==> src/rtl/ring_pkg.sv <==
package ring_pkg;
  typedef enum logic [1:0] {
    ST_STOP = 2'd0,
    ST_RUN  = 2'd1,
    ST_SUSP = 2'd2
  } ring_state_e;
endpackage

==> src/rtl/ring_ptr.sv <==
module ring_ptr #(
  parameter int AW         = 32,
  parameter int LW         = 10,
  parameter int DESC_BYTES = 16
) (
  input  logic          clk_i,
  input  logic          rst_ni,
  input  logic          base_wr_i,
  input  logic [AW-1:0] base_i,
  input  logic          len_wr_i,
  input  logic [LW-1:0] len_i,
  input  logic          start_i,
  input  logic          adv_i,
  output logic [AW-1:0] cur_o
);
  localparam int SH = $clog2(DESC_BYTES);
  localparam logic [AW-1:0] STEP = AW'(DESC_BYTES);

  logic [AW-1:0] base_q, cur_q, last_addr;
  logic [LW-1:0] len_q;
  logic          load, at_last;

  assign load      = base_wr_i | start_i;
  assign last_addr = base_q + (AW'(len_q) << SH);
  assign at_last   = (cur_q == last_addr);

  always_ff @(posedge clk_i or negedge rst_ni) begin
    if (!rst_ni) begin
      base_q <= '0;
      len_q  <= '0;
    end else begin
      if (base_wr_i) base_q <= base_i;
      if (len_wr_i)  len_q  <= len_i;
    end
  end

  always_ff @(posedge clk_i or negedge rst_ni) begin
    if (!rst_ni)        cur_q <= '0;
    else if (base_wr_i) cur_q <= base_i;
    else if (start_i)   cur_q <= base_q;
    else if (adv_i)     cur_q <= at_last ? base_q : cur_q + STEP;
  end

  assign cur_o = cur_q;

  p_step_r4: assert property (@(posedge clk_i) disable iff (!rst_ni)
    adv_i && !load && !at_last |=> cur_q == $past(cur_q) + STEP);
  p_wrap_r5: assert property (@(posedge clk_i) disable iff (!rst_ni)
    adv_i && !load && at_last |=> cur_q == $past(base_q));
endmodule

==> src/rtl/ring_fetch.sv <==
module ring_fetch (
  input  logic clk_i,
  input  logic rst_ni,
  input  logic run_i,
  input  logic has_work_i,
  input  logic flush_i,
  input  logic ready_i,
  input  logic ack_i,
  output logic valid_o,
  output logic pend_o,
  output logic adv_o
);
  logic pend_q;

  assign valid_o = run_i & ~pend_q & has_work_i;
  assign adv_o   = ack_i & pend_q & ~flush_i;

  always_ff @(posedge clk_i or negedge rst_ni) begin
    if (!rst_ni)                 pend_q <= 1'b0;
    else if (flush_i)            pend_q <= 1'b0;
    else if (valid_o && ready_i) pend_q <= 1'b1;
    else if (adv_o)              pend_q <= 1'b0;
  end

  assign pend_o = pend_q;

  p_hold_r3: assert property (@(posedge clk_i) disable iff (!rst_ni)
    valid_o && !ready_i && !flush_i && run_i && has_work_i |=> pend_q == 1'b0);
  p_fire_r4: assert property (@(posedge clk_i) disable iff (!rst_ni)
    valid_o && ready_i && !flush_i |=> pend_q);
endmodule

==> src/rtl/ring_fsm.sv <==
module ring_fsm
  import ring_pkg::*;
(
  input  logic        clk_i,
  input  logic        rst_ni,
  input  logic        start_i,
  input  logic        stop_i,
  input  logic        pend_i,
  input  logic        caught_up_i,
  input  logic        wake_i,
  output ring_state_e state_o,
  output logic        susp_o
);
  ring_state_e state_q, state_d;
  logic        go_susp;

  assign go_susp = (state_q == ST_RUN) && !pend_i && caught_up_i && !stop_i && !start_i;

  always_comb begin
    state_d = state_q;
    if (stop_i)                           state_d = ST_STOP;
    else if (start_i)                     state_d = ST_RUN;
    else if (go_susp)                     state_d = ST_SUSP;
    else if (state_q == ST_SUSP && wake_i) state_d = ST_RUN;
  end

  always_ff @(posedge clk_i or negedge rst_ni) begin
    if (!rst_ni) begin
      state_q <= ST_STOP;
      susp_o  <= 1'b0;
    end else begin
      state_q <= state_d;
      susp_o  <= go_susp;
    end
  end

  assign state_o = state_q;

  p_stop_r8: assert property (@(posedge clk_i) disable iff (!rst_ni)
    stop_i |=> state_q == ST_STOP);
  p_pulse_r6: assert property (@(posedge clk_i) disable iff (!rst_ni)
    susp_o |-> state_q == ST_SUSP && $past(state_q) == ST_RUN);
  p_legal_r2: assert property (@(posedge clk_i) disable iff (!rst_ni)
    state_q != 2'd3);
endmodule

==> src/rtl/desc_ring_seq.sv <==
module desc_ring_seq
  import ring_pkg::*;
#(
  parameter int AW         = 32,
  parameter int LW         = 10,
  parameter int DESC_BYTES = 16
) (
  input  logic          clk_i,
  input  logic          rst_ni,
  input  logic          base_wr_i,
  input  logic [AW-1:0] base_i,
  input  logic          len_wr_i,
  input  logic [LW-1:0] len_i,
  input  logic          tail_wr_i,
  input  logic [AW-1:0] tail_i,
  input  logic          start_i,
  input  logic          stop_i,
  output logic          req_valid_o,
  input  logic          req_ready_i,
  output logic [AW-1:0] req_addr_o,
  input  logic          ack_i,
  output logic [AW-1:0] cur_o,
  output logic [1:0]    state_o,
  output logic          susp_o
);
  logic [AW-1:0] tail_q, cur;
  logic          flush, pend, adv, run;
  ring_state_e   state;

  always_ff @(posedge clk_i or negedge rst_ni) begin
    if (!rst_ni)        tail_q <= '0;
    else if (tail_wr_i) tail_q <= tail_i;
  end

  assign flush = stop_i | start_i | base_wr_i;
  assign run   = (state == ST_RUN);

  ring_ptr #(.AW(AW), .LW(LW), .DESC_BYTES(DESC_BYTES)) u_ptr (
    .clk_i, .rst_ni, .base_wr_i, .base_i, .len_wr_i, .len_i,
    .start_i(start_i & ~stop_i), .adv_i(adv), .cur_o(cur)
  );

  ring_fetch u_fetch (
    .clk_i, .rst_ni, .run_i(run), .has_work_i(cur != tail_q),
    .flush_i(flush), .ready_i(req_ready_i), .ack_i,
    .valid_o(req_valid_o), .pend_o(pend), .adv_o(adv)
  );

  ring_fsm u_fsm (
    .clk_i, .rst_ni, .start_i, .stop_i, .pend_i(pend),
    .caught_up_i(cur == tail_q), .wake_i(tail_wr_i && (tail_i != cur)),
    .state_o(state), .susp_o
  );

  assign req_addr_o = cur;
  assign cur_o      = cur;
  assign state_o    = state;

  p_hold_r3: assert property (@(posedge clk_i) disable iff (!rst_ni)
    req_valid_o && !req_ready_i && !flush && !tail_wr_i
      |=> req_valid_o && $stable(req_addr_o));
  p_susp_quiet_r7: assert property (@(posedge clk_i) disable iff (!rst_ni)
    state == ST_SUSP |-> !req_valid_o);
  p_base_r9: assert property (@(posedge clk_i) disable iff (!rst_ni)
    base_wr_i |=> cur_o == $past(base_i) && !pend);
endmodule

==> config.mk <==
export PLATFORM = sky130hd
export DESIGN_NAME = desc_ring_seq
export DESIGN_NICKNAME = d
export VERILOG_FILES = /design/src/rtl/ring_pkg.sv /design/src/rtl/ring_ptr.sv /design/src/rtl/ring_fetch.sv /design/src/rtl/ring_fsm.sv /design/src/rtl/desc_ring_seq.sv
export SDC_FILE = /design/constraint.sdc
export NUM_CORES = 1
export LEC_CHECK = 0
export BUFFER_PORTS_ARGS = -buffer_cell sky130_fd_sc_hd__buf_2
export CORE_AREA = 2 2 163 165
export DETAILED_ROUTE_END_ITERATION = 10
export DIE_AREA = 0 0 165 167
export GPL_ROUTABILITY_DRIVEN = 0
export PLACE_DENSITY = 0.59
export REMOVE_ABC_BUFFERS = 1
export SLEW_MARGIN = 20
export SYNTH_ARGS = -nofsm -noshare
export SYNTH_HDL_FRONTEND = slang
export SYNTH_SLANG_ARGS = --single-unit
export TNS_END_PERCENT = 10
==> constraint.sdc <==
create_clock -name clk_i -period 3.2 [get_ports clk_i]
set_input_delay 0.8 -clock clk_i [delete_from_list [all_inputs] [get_ports clk_i]]
set_output_delay 0.8 -clock clk_i [all_outputs]
set_load 0.01 [all_outputs]
==> results of run 1 <==
cells in the mapped netlist, types with 8 or more instances:
| cell type | number |
|---|---|
| xnor2_1 | 96 |
| mux2i_1 | 24 |
| nand3_1 | 36 |
| mux2_2 | 71 |
| a22oi_1 | 19 |
| buf_2 | 12 |
| clkbuf_1 | 42 |
| nand4_1 | 29 |
| nor4_1 | 11 |
| o21ai_1 | 18 |
| dfrtp_1 | 110 |
| xor2_1 | 26 |
| a21oi_1 | 20 |
| o21ai_0 | 11 |
| buf_4 | 35 |
| ha_1 | 11 |
| nor2_1 | 40 |
| nand2_1 | 41 |
| and3_1 | 15 |
| and4_1 | 8 |
worst max-delay path by stage:
stage	start	to	slack, ns	cells after the start
2_1_floorplan	u_ptr.base_q[4]	u_ptr.cur_o[14]	-1.07	11
3_3_place_gp	u_ptr.base_q[12]	u_ptr.cur_o[11]	-0.36	12
3_5_place_dp	u_ptr.len_q[0]	u_ptr.cur_o[22]	-0.37	13
4_1_cts	u_ptr.len_q[0]	u_ptr.cur_o[15]	-0.27	13
5_1_grt	u_ptr.len_q[0]	u_ptr.cur_o[27]	-0.46	15
6_report	u_ptr.len_q[0]	u_ptr.cur_o[17]	-0.31	14
sequential cells by signal (all words and copies together) (netlist names):
signal	cells
u_fsm.state_o	2
u_ptr.base_q	32
u_ptr.cur_o	32
u_ptr.len_q	10
u_fetch.pend_o	1
u_fsm.susp_o	1
tail_q	32
cells by family after synthesis:
family / synth area share (%)
compound gates: 12.8
simple gates: 14.3
fa+ha+maj: 2.06
mux: 13.8
flops: 36.0
buf+inv: 7.08
xor+xnor: 14.0
power by group through the flow:
stage | Combinational, mW | Clock, mW | Sequential, mW
6_report | 1.67 | 1.31 | 1.73
4_1_cts | 1.66 | 1.33 | 1.73
2_1_floorplan | 0.787 | 0 | 1.84
3_5_place_dp | 1.63 | 0 | 1.75
5_1_grt | 1.82 | 1.39 | 1.75
3_3_place_gp | 1.62 | 0 | 1.75
critical path: stages (launching register included):
cell and delay (ns):
dfrtp_1 0.39, ha_2 0.20, fa_2 0.34, a21o_1 0.18, a221o_1 0.37, buf_4 0.18
a21bo_4 0.22, nand3_1 0.09, xnor2_1 0.12, a211oi_1 0.07, nand4_1 0.18, o21ai_4 0.12
clkbuf_16 0.21, or4b_2 0.63, o2111ai_1 0.12
metrics by stage:
stage | total power [mW] | TNS [ns]
finish | 4.70 | -7.83
global route | 4.96 | -12.67
floorplan | 2.63 | -30.46
CTS | 4.71 | -6.30
global placement | 3.37 | -9.37
detailed placement | 3.39 | -9.67
layer usage:
| layer | routed length [um] | share of wire [%] | global-route usage [%] |
|---|---|---|---|
| met3 | 1030 | 4.3 | 2.47 |
| met2 | 11700 | 48 | 29.3 |
| met5 | 18 | 0.074 | 0 |
| met4 | 465 | 1.9 | 5.82 |
| met1 | 11000 | 45 | 23.6 |
area by class of cell:
class	count	area, um^2	share of cell area, %
tap	335	419	4.42
clock buffer	10	229	2.41
clock inverter	6	110	1.16
inverter	6	22.5	0.237
timing repair buffer	248	1550	16.3
multi-input combinational	578	4410	46.5
sequential	110	2750	29.0
cells in the final DEF (no fill, tap or decap), types with 11 or more instances in the layout:
master and n:
a21oi_1 20, a22oi_1 19, and3_1 15, buf_2 149
buf_4 94, dfrtp_1 110, mux2_2 71, mux2i_1 24
nand2_1 41, nand3_1 35, nand4_1 29, nor2_1 39
o21ai_0 11, o21ai_1 18, xnor2_1 96, xor2_1 26
timing repair:
action	4_1_cts	5_1_grt
gates resized for setup	7	6
buffers inserted	2	1
pin swaps	6	5
setup endpoints to repair	32	32
gates cloned	0	1
==> out/metrics.yaml, run 1 <==
antennaDiodeCount: 0
synth_seq_cells: 110
grt_pass1_vias: 6714
yosysTopAreaCell: "dfrtp_1"
syn_area_per_cell_um2: 9.66
swShare_pct: 34.0
violations: "setup timing"
fmax_ghz: 0.285
reg2reg_depth: 14
critPathArrivalTime_ns: 3.79
area_growth_pct: 24.3
nets: 1048
finalClockSkew_ns: 0.00850
ant_nets: 0
power_density_nw_per_um2: 496
overflow: 0
drt-pass1-iter-count: 5
slew_headroom_pct: 46.0
reg2reg_slack_ns: -0.31
cp.required_ns: 3.47
core_um2: 25800
place_ws_ns: -0.373
cts-root-buf: "clkbuf_16"
worst_slack_ns: -0.312
wire_per_inst_um: 18.7
post_dp_cell_area_um2: 9040
tritoncts: "built"
dp_hpwl_um: 18800
r2r_end: "u_ptr.cur_o[17]"
drive_gt1_share_pct: 37.0
crit_fanout: 13
portBuffers: 150
grt_use_total_pct: 17.7
synth.top_cell.area_share_pct: 36.0
vias_per_cell: 5.09
drv_cap: 0
tightest_slew_ns: 0.809
r2r_start: "u_ptr.len_q[0]"
drc: 0
synth-edff-count: 0
path_clk_slew_ns: 0.08
antenna_found_initial: 2
vias: 6581
period_share_pct: 110
drt-total-wl_um: 24200
vdd_drop_max_v: 0.000268
rows: 59
dieHeight_um: 167
p_seq_share_pct: 36.8
grt_pass1_wl_um: 37600
dieArea_um2: 27600
utilization_pct: 36.8
htree_levels: 3
synth_seq_area_share_pct: 36.0
stdcell_count: 1293
grt_start_max_net_pins: 45
fin_area_um2: 9490
leakagePower_nw: 3.99
setup_viol: 32
drtIter0Drc: 447
placed_cells: 1273
report.final.hold_viol_count: 0
crit_path_end_kind: "register"
path_class: "register to register"
switchingPower_mw: 1.60
fill_cells: 2563
start_util_pct: 29.6
async_flop_share_pct: 100
min_period_ns: 3.51
hold_class: "input port to asynchronous set/reset pin"
synth.distinct_cells: 67
netlist_area_um2: 7640
cts.sinks: 110
slew_violations: 0
ys.flop_type: "dfrtp_1"
cts_inserted_buffers: 9
netlist_instances: 791
cts_hold_buf: 0
pwr-share-clk_pct: 27.8
grt_setup_unrepaired: "true"
combPwrFrac_pct: 35.4
insertion_delay_ns: 0.36
die_width_um: 165
p_int_mw: 3.11
yosys_warnings: 0
ios: 151
status: "complete, but fails checks"
synthTopCellsByArea: "dfrtp_1 (36%), xnor2_1 (11%), mux2_2 (10%), buf_4 (3.4%), mux2i_1 (3.1%)"
critPathLaunchType: "register"
timing.hold.ws_ns: 0.446
clock_path_buffers: 2
(Power assumes the default switching activity.)
==> run 2: changes to the inputs <==
--- a/config.mk
+++ b/config.mk
@@ -6,11 +6,11 @@
 export NUM_CORES = 1
 export LEC_CHECK = 0
 export BUFFER_PORTS_ARGS = -buffer_cell sky130_fd_sc_hd__buf_2
-export CORE_AREA = 2 2 163 165
+export CORE_AREA = 2 2 132 134
 export DETAILED_ROUTE_END_ITERATION = 10
-export DIE_AREA = 0 0 165 167
+export DIE_AREA = 0 0 134 136
 export GPL_ROUTABILITY_DRIVEN = 0
-export PLACE_DENSITY = 0.59
+export PLACE_DENSITY = 0.77
 export REMOVE_ABC_BUFFERS = 1
 export SLEW_MARGIN = 20
 export SYNTH_ARGS = -nofsm -noshare
==> constraint.sdc (replaced) <==
create_clock -name clk_i -period 3.7 [get_ports clk_i]
set_input_delay 0.925 -clock clk_i [delete_from_list [all_inputs] [get_ports clk_i]]
set_output_delay 0.925 -clock clk_i [all_outputs]
set_load 0.01 [all_outputs]
==> run 2 against run 1 <==
Against the previous run: the run now ends clean; worst setup slack better by 0.37 ns; register-to-register slack better by 0.37 ns; cell count is 13% lower; core utilization is 16 points higher; worst hold slack better by 0.081 ns; clock-buffer cell count is 3 higher; maximum frequency is 3.6% lower; combinational power is 24% lower; global-route usage is 6.8 points higher; routed wire length is 7.2% lower; via count is 0.59% higher; total power is 19% lower.
==> out/metrics.yaml, run 2 (synthesized netlist as in run 1, its figures left out) <==
status: "completed"  # was complete, but fails checks
clock_path_buffers: 2  # unchanged
vias: 6620  # was 6581
path_clk_slew_ns: 0.07  # was 0.08 ns
path_class: "register to register"  # unchanged
placed_cells: 1098  # was 1273
nets: 992  # was 1048
hold_class: "register to register"  # was input port to asynchronous set/reset pin
drtIter0Drc: 715  # was 447
cp.buffers_inverters: 3  # was 2
cp.required_ns: 3.98  # was 3.47 ns
htree_levels: 3  # unchanged
antennaDiodeCount: 0  # unchanged
tritoncts: "built"  # unchanged
ant_nets: 0  # unchanged
fmax_ghz: 0.274  # was 0.285 GHz
cts-root-buf: "clkbuf_16"  # unchanged
period_share_pct: 98.5  # was 110%
cts.sinks: 110  # unchanged
cts_inserted_buffers: 9  # unchanged
grt_pass1_wl_um: 34400  # was 37600 um
slew_violations: 0  # unchanged
worst_slack_ns: 0.0548  # was -0.312 ns
grt_start_max_net_pins: 64  # was 45
ios: 151  # unchanged
rows: 48  # was 59
place_ws_ns: 0.00299  # was -0.373 ns
layout_commonest_cell: "buf_2"  # unchanged
start_util_pct: 45.3  # was 29.6%
drv_cap: 0  # unchanged
drt-pass1-iter-count: 5  # unchanged
crit_path_end_kind: "register"  # unchanged
cpLargestDelayFamily: "compound AO/OA/AOI/OAI gates"  # unchanged
dieHeight_um: 136  # was 167 um
tightest_slew_ns: 0.795  # was 0.809 ns
crit_slowest_cell: "or4b_2"  # unchanged
vias_per_cell: 5.87  # was 5.09
dp_hpwl_um: 16500  # was 18800 um
grt_use_total_pct: 24.5  # was 17.7%
die_width_um: 134  # was 165 um
worstPathCellList: "ha_4 -> fa_2 -> a21o_1 -> a221o_1 -> buf_4 -> a21bo_4 -> nand3_2 -> xnor2_2 -> a211oi_2 -> nand4_1 -> o21ai_4 -> buf_4 -> clkbuf_16 -> or4b_2 -> o2111ai_1"  # was ha_2 -> fa_2 -> a21o_1 -> a221o_1 -> buf_4 -> a21bo_4 -> nand3_1 -> xnor2_1 -> a211oi_1 -> nand4_1 -> o21ai_4 -> clkbuf_16 -> or4b_2 -> o2111ai_1
critical_path.max_stage_delay_ns: 0.63  # about the same
stdcell_count: 1127  # was 1293
drt-total-wl_um: 22500  # was 24200 um
core_um2: 16900  # was 25800 um^2
insertion_delay_ns: 0.37  # was 0.36 ns
leakagePower_nw: 3.71  # was 3.99 nW
finalClockSkew_ns: 0.00740  # was 0.00850 ns
vdd_drop_max_v: 0.000222  # was 0.000268 V
utilization_pct: 53.0  # was 36.8%
power_density_nw_per_um2: 425  # was 496 nW/um^2
report.final.hold_viol_count: 0  # unchanged
setup_tns_ns: 0  # was -7.83 ns
drc: 0  # unchanged
dieArea_um2: 18200  # was 27600 um^2
antenna_found_initial: 0  # was 2
crit_fanout: 8  # was 13
critPathArrivalTime_ns: 3.93  # was 3.79 ns
drive_gt1_share_pct: 33.6  # was 37.0%
final_cell_mix: "buf_2 (149), dfrtp_1 (110), xnor2_1 (95), mux2_2 (71), nand2_1 (40)"  # was buf_2 (149), dfrtp_1 (110), xnor2_1 (96), buf_4 (94), mux2_2 (71)
grt_pass1_vias: 6396  # was 6714
critPathLaunchType: "register"  # unchanged
slew_headroom_pct: 46.8  # was 46.0%
wire_per_inst_um: 20.0  # was 18.7 um
path_common_cell: "buf_4"
overflow: 0  # unchanged
area_growth_pct: 17.0  # was 24.3%
fill_cells: 1501  # was 2563
setup_viol: 0  # was 32
portBuffers: 150  # unchanged
min_period_ns: 3.65  # was 3.51 ns
run 2: power by group:
part / switching, mW / total [mW] / internal, mW
Clock: 0.455 / 0.965 / 0.510
Sequential: 0.232 / 1.56 / 1.33
Combinational: 0.656 / 1.27 / 0.615
run 2: final cells by class:
type / instances / area, um^2 / area share (%)
sequential: 110 / 2750 / 30.8
multi-input combinational: 578 / 4450 / 49.7
inverter: 6 / 22.5 / 0.252
clock buffer: 13 / 270 / 3.02
timing repair buffer: 192 / 1150 / 12.8
clock inverter: 3 / 17.5 / 0.196
tap: 225 / 282 / 3.15
run 2: worst reg2reg max path, cell delays in order (launching register included):
cell       delay, ns
dfrtp_1         0.42
ha_4            0.19
fa_2            0.39
a21o_1          0.18
a221o_1         0.38
buf_4           0.17
a21bo_4         0.24
nand3_2         0.10
xnor2_2         0.11
a211oi_2        0.07
nand4_1         0.17
o21ai_4         0.10
buf_4           0.16
clkbuf_16       0.16
or4b_2          0.63
o2111ai_1       0.12
run 2: path summary, 6_finish.rpt:
kind,end,slack (ns),cells past startpoint,from
min in group asynchronous,u_ptr.base_q[23],0.55,1,rst_ni
max in group asynchronous,u_ptr.cur_o[4],2.24,2,rst_ni
worst max-delay path,u_ptr.cur_o[17],0.05,15,u_ptr.base_q[4]
worst min-delay path,u_ptr.len_q[2],0.53,1,u_ptr.len_q[2]
worst max register to register,u_ptr.cur_o[17],0.05,15,u_ptr.base_q[4]
worst min register to register,u_ptr.len_q[2],0.53,1,u_ptr.len_q[2]
run 2: per-stage QoR:
step | total power [mW] | hold WS, ns | cell area [um^2]
detailed placement | 2.78 | 0.509 | 8410
CTS | 3.74 | 0.527 | 8700
global placement | 2.75 | 0.498 | 8410
floorplan | 2.27 | 0.487 | 7120
global route | 3.99 | 0.541 | 8940
finish | 3.80 | 0.527 | 8940
run 2: routing by layer:
metal	part of all wire (%)	GRT usage, %	routed length, um
met3	6.8	3.73	1530
met5	0	0	0
met4	2.4	7.98	537
met2	49	41.2	10900
met1	42	32.3	9490
run 2: what timing repair did:
item | in CTS | in global routing
setup buffers | 1 | 9
cloned | 0 | 3
resized for setup | 0 | 20
setup endpoints to repair | 1 | 32
pin swaps | 2 | 7
hold endpoints to repair | 0 | 0
hold buffers | 0 | 0
==> run 3: changes to the inputs <==
--- a/config.mk
+++ b/config.mk
@@ -6,14 +6,15 @@
 export NUM_CORES = 1
 export LEC_CHECK = 0
 export BUFFER_PORTS_ARGS = -buffer_cell sky130_fd_sc_hd__buf_2
-export CORE_AREA = 2 2 132 134
+export CORE_AREA = 2 2 131 133
 export DETAILED_ROUTE_END_ITERATION = 10
-export DIE_AREA = 0 0 134 136
+export DIE_AREA = 0 0 133 135
 export GPL_ROUTABILITY_DRIVEN = 0
-export PLACE_DENSITY = 0.77
+export PLACE_DENSITY = 0.76
 export REMOVE_ABC_BUFFERS = 1
 export SLEW_MARGIN = 20
 export SYNTH_ARGS = -nofsm -noshare
 export SYNTH_HDL_FRONTEND = slang
+export SYNTH_HIERARCHICAL = 1
 export SYNTH_SLANG_ARGS = --single-unit
 export TNS_END_PERCENT = 10
==> run 3 against run 2 <==
Against the previous run: the run now ends with setup timing left; clock power grew 6%; non-clock buffer count grew 22; maximum frequency shrank 5.8%; critical path type unchanged; largest cell class unchanged; total power grew 1.6%.
==> out/metrics.yaml, run 3 <==
r2r_end: "u_ptr/cur_o[19]"  # was u_ptr.cur_o[17]
synth_top_cells_by_count: "dfrtp_1 (110), xnor2_1 (83), mux2_2 (62), nand2_1 (61), o21ai_0 (36)"  # was dfrtp_1 (110), xnor2_1 (96), mux2_2 (71), clkbuf_1 (42), nand2_1 (41)
dp_hpwl_um: 16800  # was 16500 um
violations: "setup timing"
hold_class: "register to register"  # unchanged
post_dp_cell_area_um2: 8540  # was 8410 um^2
netlist_instances: 772  # was 791
drv_cap: 0  # unchanged
finalClockSkew_ns: 0.00707  # was 0.00740 ns
async_flop_share_pct: 100  # unchanged
wire_per_inst_um: 19.7  # was 20.0 um
synth.distinct_cells: 68  # was 67
vdd_drop_max_v: 0.000300  # was 0.000222 V
final_cell_mix: "buf_2 (149), dfrtp_1 (110), xnor2_1 (83), mux2_2 (62)"  # was buf_2 (149), dfrtp_1 (110), xnor2_1 (95), mux2_2 (71), nand2_1 (40)
grt_start_max_net_pins: 69  # was 64
clock_path_buffers: 2  # unchanged
antenna_found_initial: 0  # unchanged
cp.required_ns: 3.95  # was 3.98 ns
crit_fanout: 8  # unchanged
stdcell_count: 1153  # was 1127
yosysMostFrequentCell: "dfrtp_1"  # unchanged
core_um2: 16400  # was 16900 um^2
drc: 0  # unchanged
fmax_ghz: 0.258  # was 0.274 GHz
setup_tns_ns: -1.18  # was 0 ns
placed_cells: 1132  # was 1098
dr.max_layer_used: "met4"  # unchanged
worst_slack_ns: -0.169  # was 0.0548 ns
dieHeight_um: 135  # was 136 um
status: "complete, but fails checks"  # was completed
grt_setup_unrepaired: "true"
rows: 47  # was 48
synth_seq_cells: 110  # unchanged
drt-pass1-iter-count: 6  # was 5
setup_viol: 12  # was 0
antennaDiodeCount: 0  # unchanged
reg2reg_depth: 12  # was 15
nets: 1023  # was 992
ant_nets: 0  # unchanged
syn_area_per_cell_um2: 9.62  # was 9.66 um^2
timing.hold.ws_ns: 0.522  # was 0.527 ns
yosys_warnings: 6  # was 0
start_util_pct: 45.3  # about the same
dr_wl_met2_um: 10500  # was 10900 um
report.final.hold_viol_count: 0  # unchanged
slew_headroom_pct: 49.7  # was 46.8%
wl_met3_um: 2070  # was 1530 um
synthTopCellsByArea: "dfrtp_1 (37%), xnor2_1 (9.8%), mux2_2 (9.4%), buf_4 (3.5%), xor2_1 (3.2%)"  # was dfrtp_1 (36%), xnor2_1 (11%), mux2_2 (10%), buf_4 (3.4%), mux2i_1 (3.1%)
leakagePower_nw: 3.97  # was 3.71 nW
synth_seq_area_share_pct: 37.0  # was 36.0%
place_ws_ns: -0.378  # was 0.00299 ns
critPathLaunchType: "register"  # unchanged
holdPathStages: 1  # unchanged
hp-start: "u_ptr/len_q[7]"  # was u_ptr.len_q[2]
area_growth_pct: 21.1  # was 17.0%
die_width_um: 133  # was 134 um
synth.top_cell.area_share_pct: 37.0  # was 36.0%
reg2reg_slack_ns: -0.17  # was 0.05 ns
min_period_ns: 3.87  # was 3.65 ns
drt-total-wl_um: 22800  # was 22500 um
portBuffers: 150  # unchanged
grt_pass1_wl_um: 35600  # was 34400 um
yosysTopAreaCell: "dfrtp_1"  # unchanged
fin_area_um2: 9000  # was 8940 um^2
synth-edff-count: 0  # unchanged
period_share_pct: 105  # was 98.5%
drt-met1-wl_um: 9410  # was 9490 um
grt_pass1_vias: 6607  # was 6396
tightest_slew_ns: 0.754  # was 0.795 ns
ios: 151  # unchanged
r2r_start: "u_ptr/len_q[0]"  # was u_ptr.base_q[4]
tritoncts: "built"  # unchanged
netlist_area_um2: 7430  # was 7640 um^2
slew_violations: 0  # unchanged
cts.sinks: 110  # unchanged
layout_commonest_cell: "buf_2"  # unchanged
insertion_delay_ns: 0.36  # was 0.37 ns
critPathArrivalTime_ns: 4.12  # was 3.93 ns
grt_use_total_pct: 25.3  # was 24.5%
path_clk_slew_ns: 0.07  # about the same
hold_path_end: "u_ptr/len_q[7]"  # was u_ptr.len_q[2]
cts-root-buf: "clkbuf_16"  # unchanged
power_density_nw_per_um2: 429  # was 425 nW/um^2
drive_gt1_share_pct: 34.1  # was 33.6%
ys.flop_type: "dfrtp_1"  # unchanged
dieArea_um2: 18000  # was 18200 um^2
cts_inserted_buffers: 9  # unchanged
overflow: 0  # unchanged
drtIter0Drc: 512  # was 715
path_class: "register to register"  # unchanged
vias_per_cell: 5.80  # was 5.87
crit_path_end_kind: "register"  # unchanged
vias: 6686  # was 6620
htree_levels: 3  # unchanged
## run 3: cell count changes after synthesis, sizes merged, moves of 13 or more
cell / change
mux2i: -13
inv: +24
nor2: -18
xnor2: -13
nand2: +20
clkbuf: -17
## run 3: cell type report
class,instances,area [um^2]
clock buffer,9,225
clock inverter,7,78.8
fill,1431,7410
inverter,30,113
multi-input combinational,563,4270
sequential,110,2750
tap,220,275
timing repair buffer,214,1280
## run 3: per-layer routing
metal / GRT usage, % / vias to the layer above
met5: 0 / -
met4: 9.92 / 0
met3: 4.99 / 61
met2: 40.6 / 376
met1: 33.9 / 3181
li1: - / 3068
## run 3: power by group
part	internal (mW)	switching, mW
Clock	0.535	0.481
Combinational	0.613	0.702
Sequential	1.33	0.198
## run 3: cell families after synthesis
family | count (synthesis) | share of synthesized area (%)
multiplexers | 73 | 10.9
XOR/XNOR | 110 | 13.0
AO/OA/AOI/OAI | 163 | 15.6
adder cells (fa/ha/maj) | 12 | 2.12
buffers and inverters | 99 | 6.85
flip-flops | 110 | 37.0
AND/OR/NAND/NOR | 205 | 14.5
## run 3: worst max path at each step
| stage | start | end | slack (ns) | depth (start not counted) |
|---|---|---|---|---|
| final | u_ptr/len_q[0] | u_ptr/cur_o[19] | -0.17 | 12 |
| after detailed placement | u_ptr/base_q[4] | u_ptr/cur_o[21] | -0.38 | 11 |
| after floorplan | u_ptr/base_q[4] | u_ptr/cur_o[24] | -0.41 | 11 |
| after global placement | u_ptr/base_q[4] | u_ptr/cur_o[26] | -0.24 | 11 |
| after CTS | u_ptr/base_q[4] | u_ptr/cur_o[15] | -0.07 | 11 |
| after global routing | u_ptr/base_q[4] | u_ptr/cur_o[19] | -0.23 | 11 |
## run 3: stage by stage
step	total power, mW	utilization [%]
after detailed placement	2.79	52.1
final	3.86	54.8
after floorplan	2.25	-
after global routing	4.05	54.8
after CTS	3.83	54.2
after global placement	2.77	52.1
## run 3: repair_timing
action,CTS,global route
gates resized for setup,7,20
hold buffers,0,0
setup endpoints to repair,32,32
setup buffers,2,2
pin swaps,7,22
gates cloned,0,1
## run 3: worst max-delay path, stage by stage (launching register included)
cell      delay [ns]
dfrtp_1         0.43
ha_4            0.19
fa_2            0.37
a21o_1          0.23
a221oi_4        0.30
buf_4           0.18
o22ai_1         0.12
a21oi_1         0.17
o21ai_1         0.10
or4_4           0.57
o41a_1          0.57
a21o_1          0.24
a221o_1         0.28
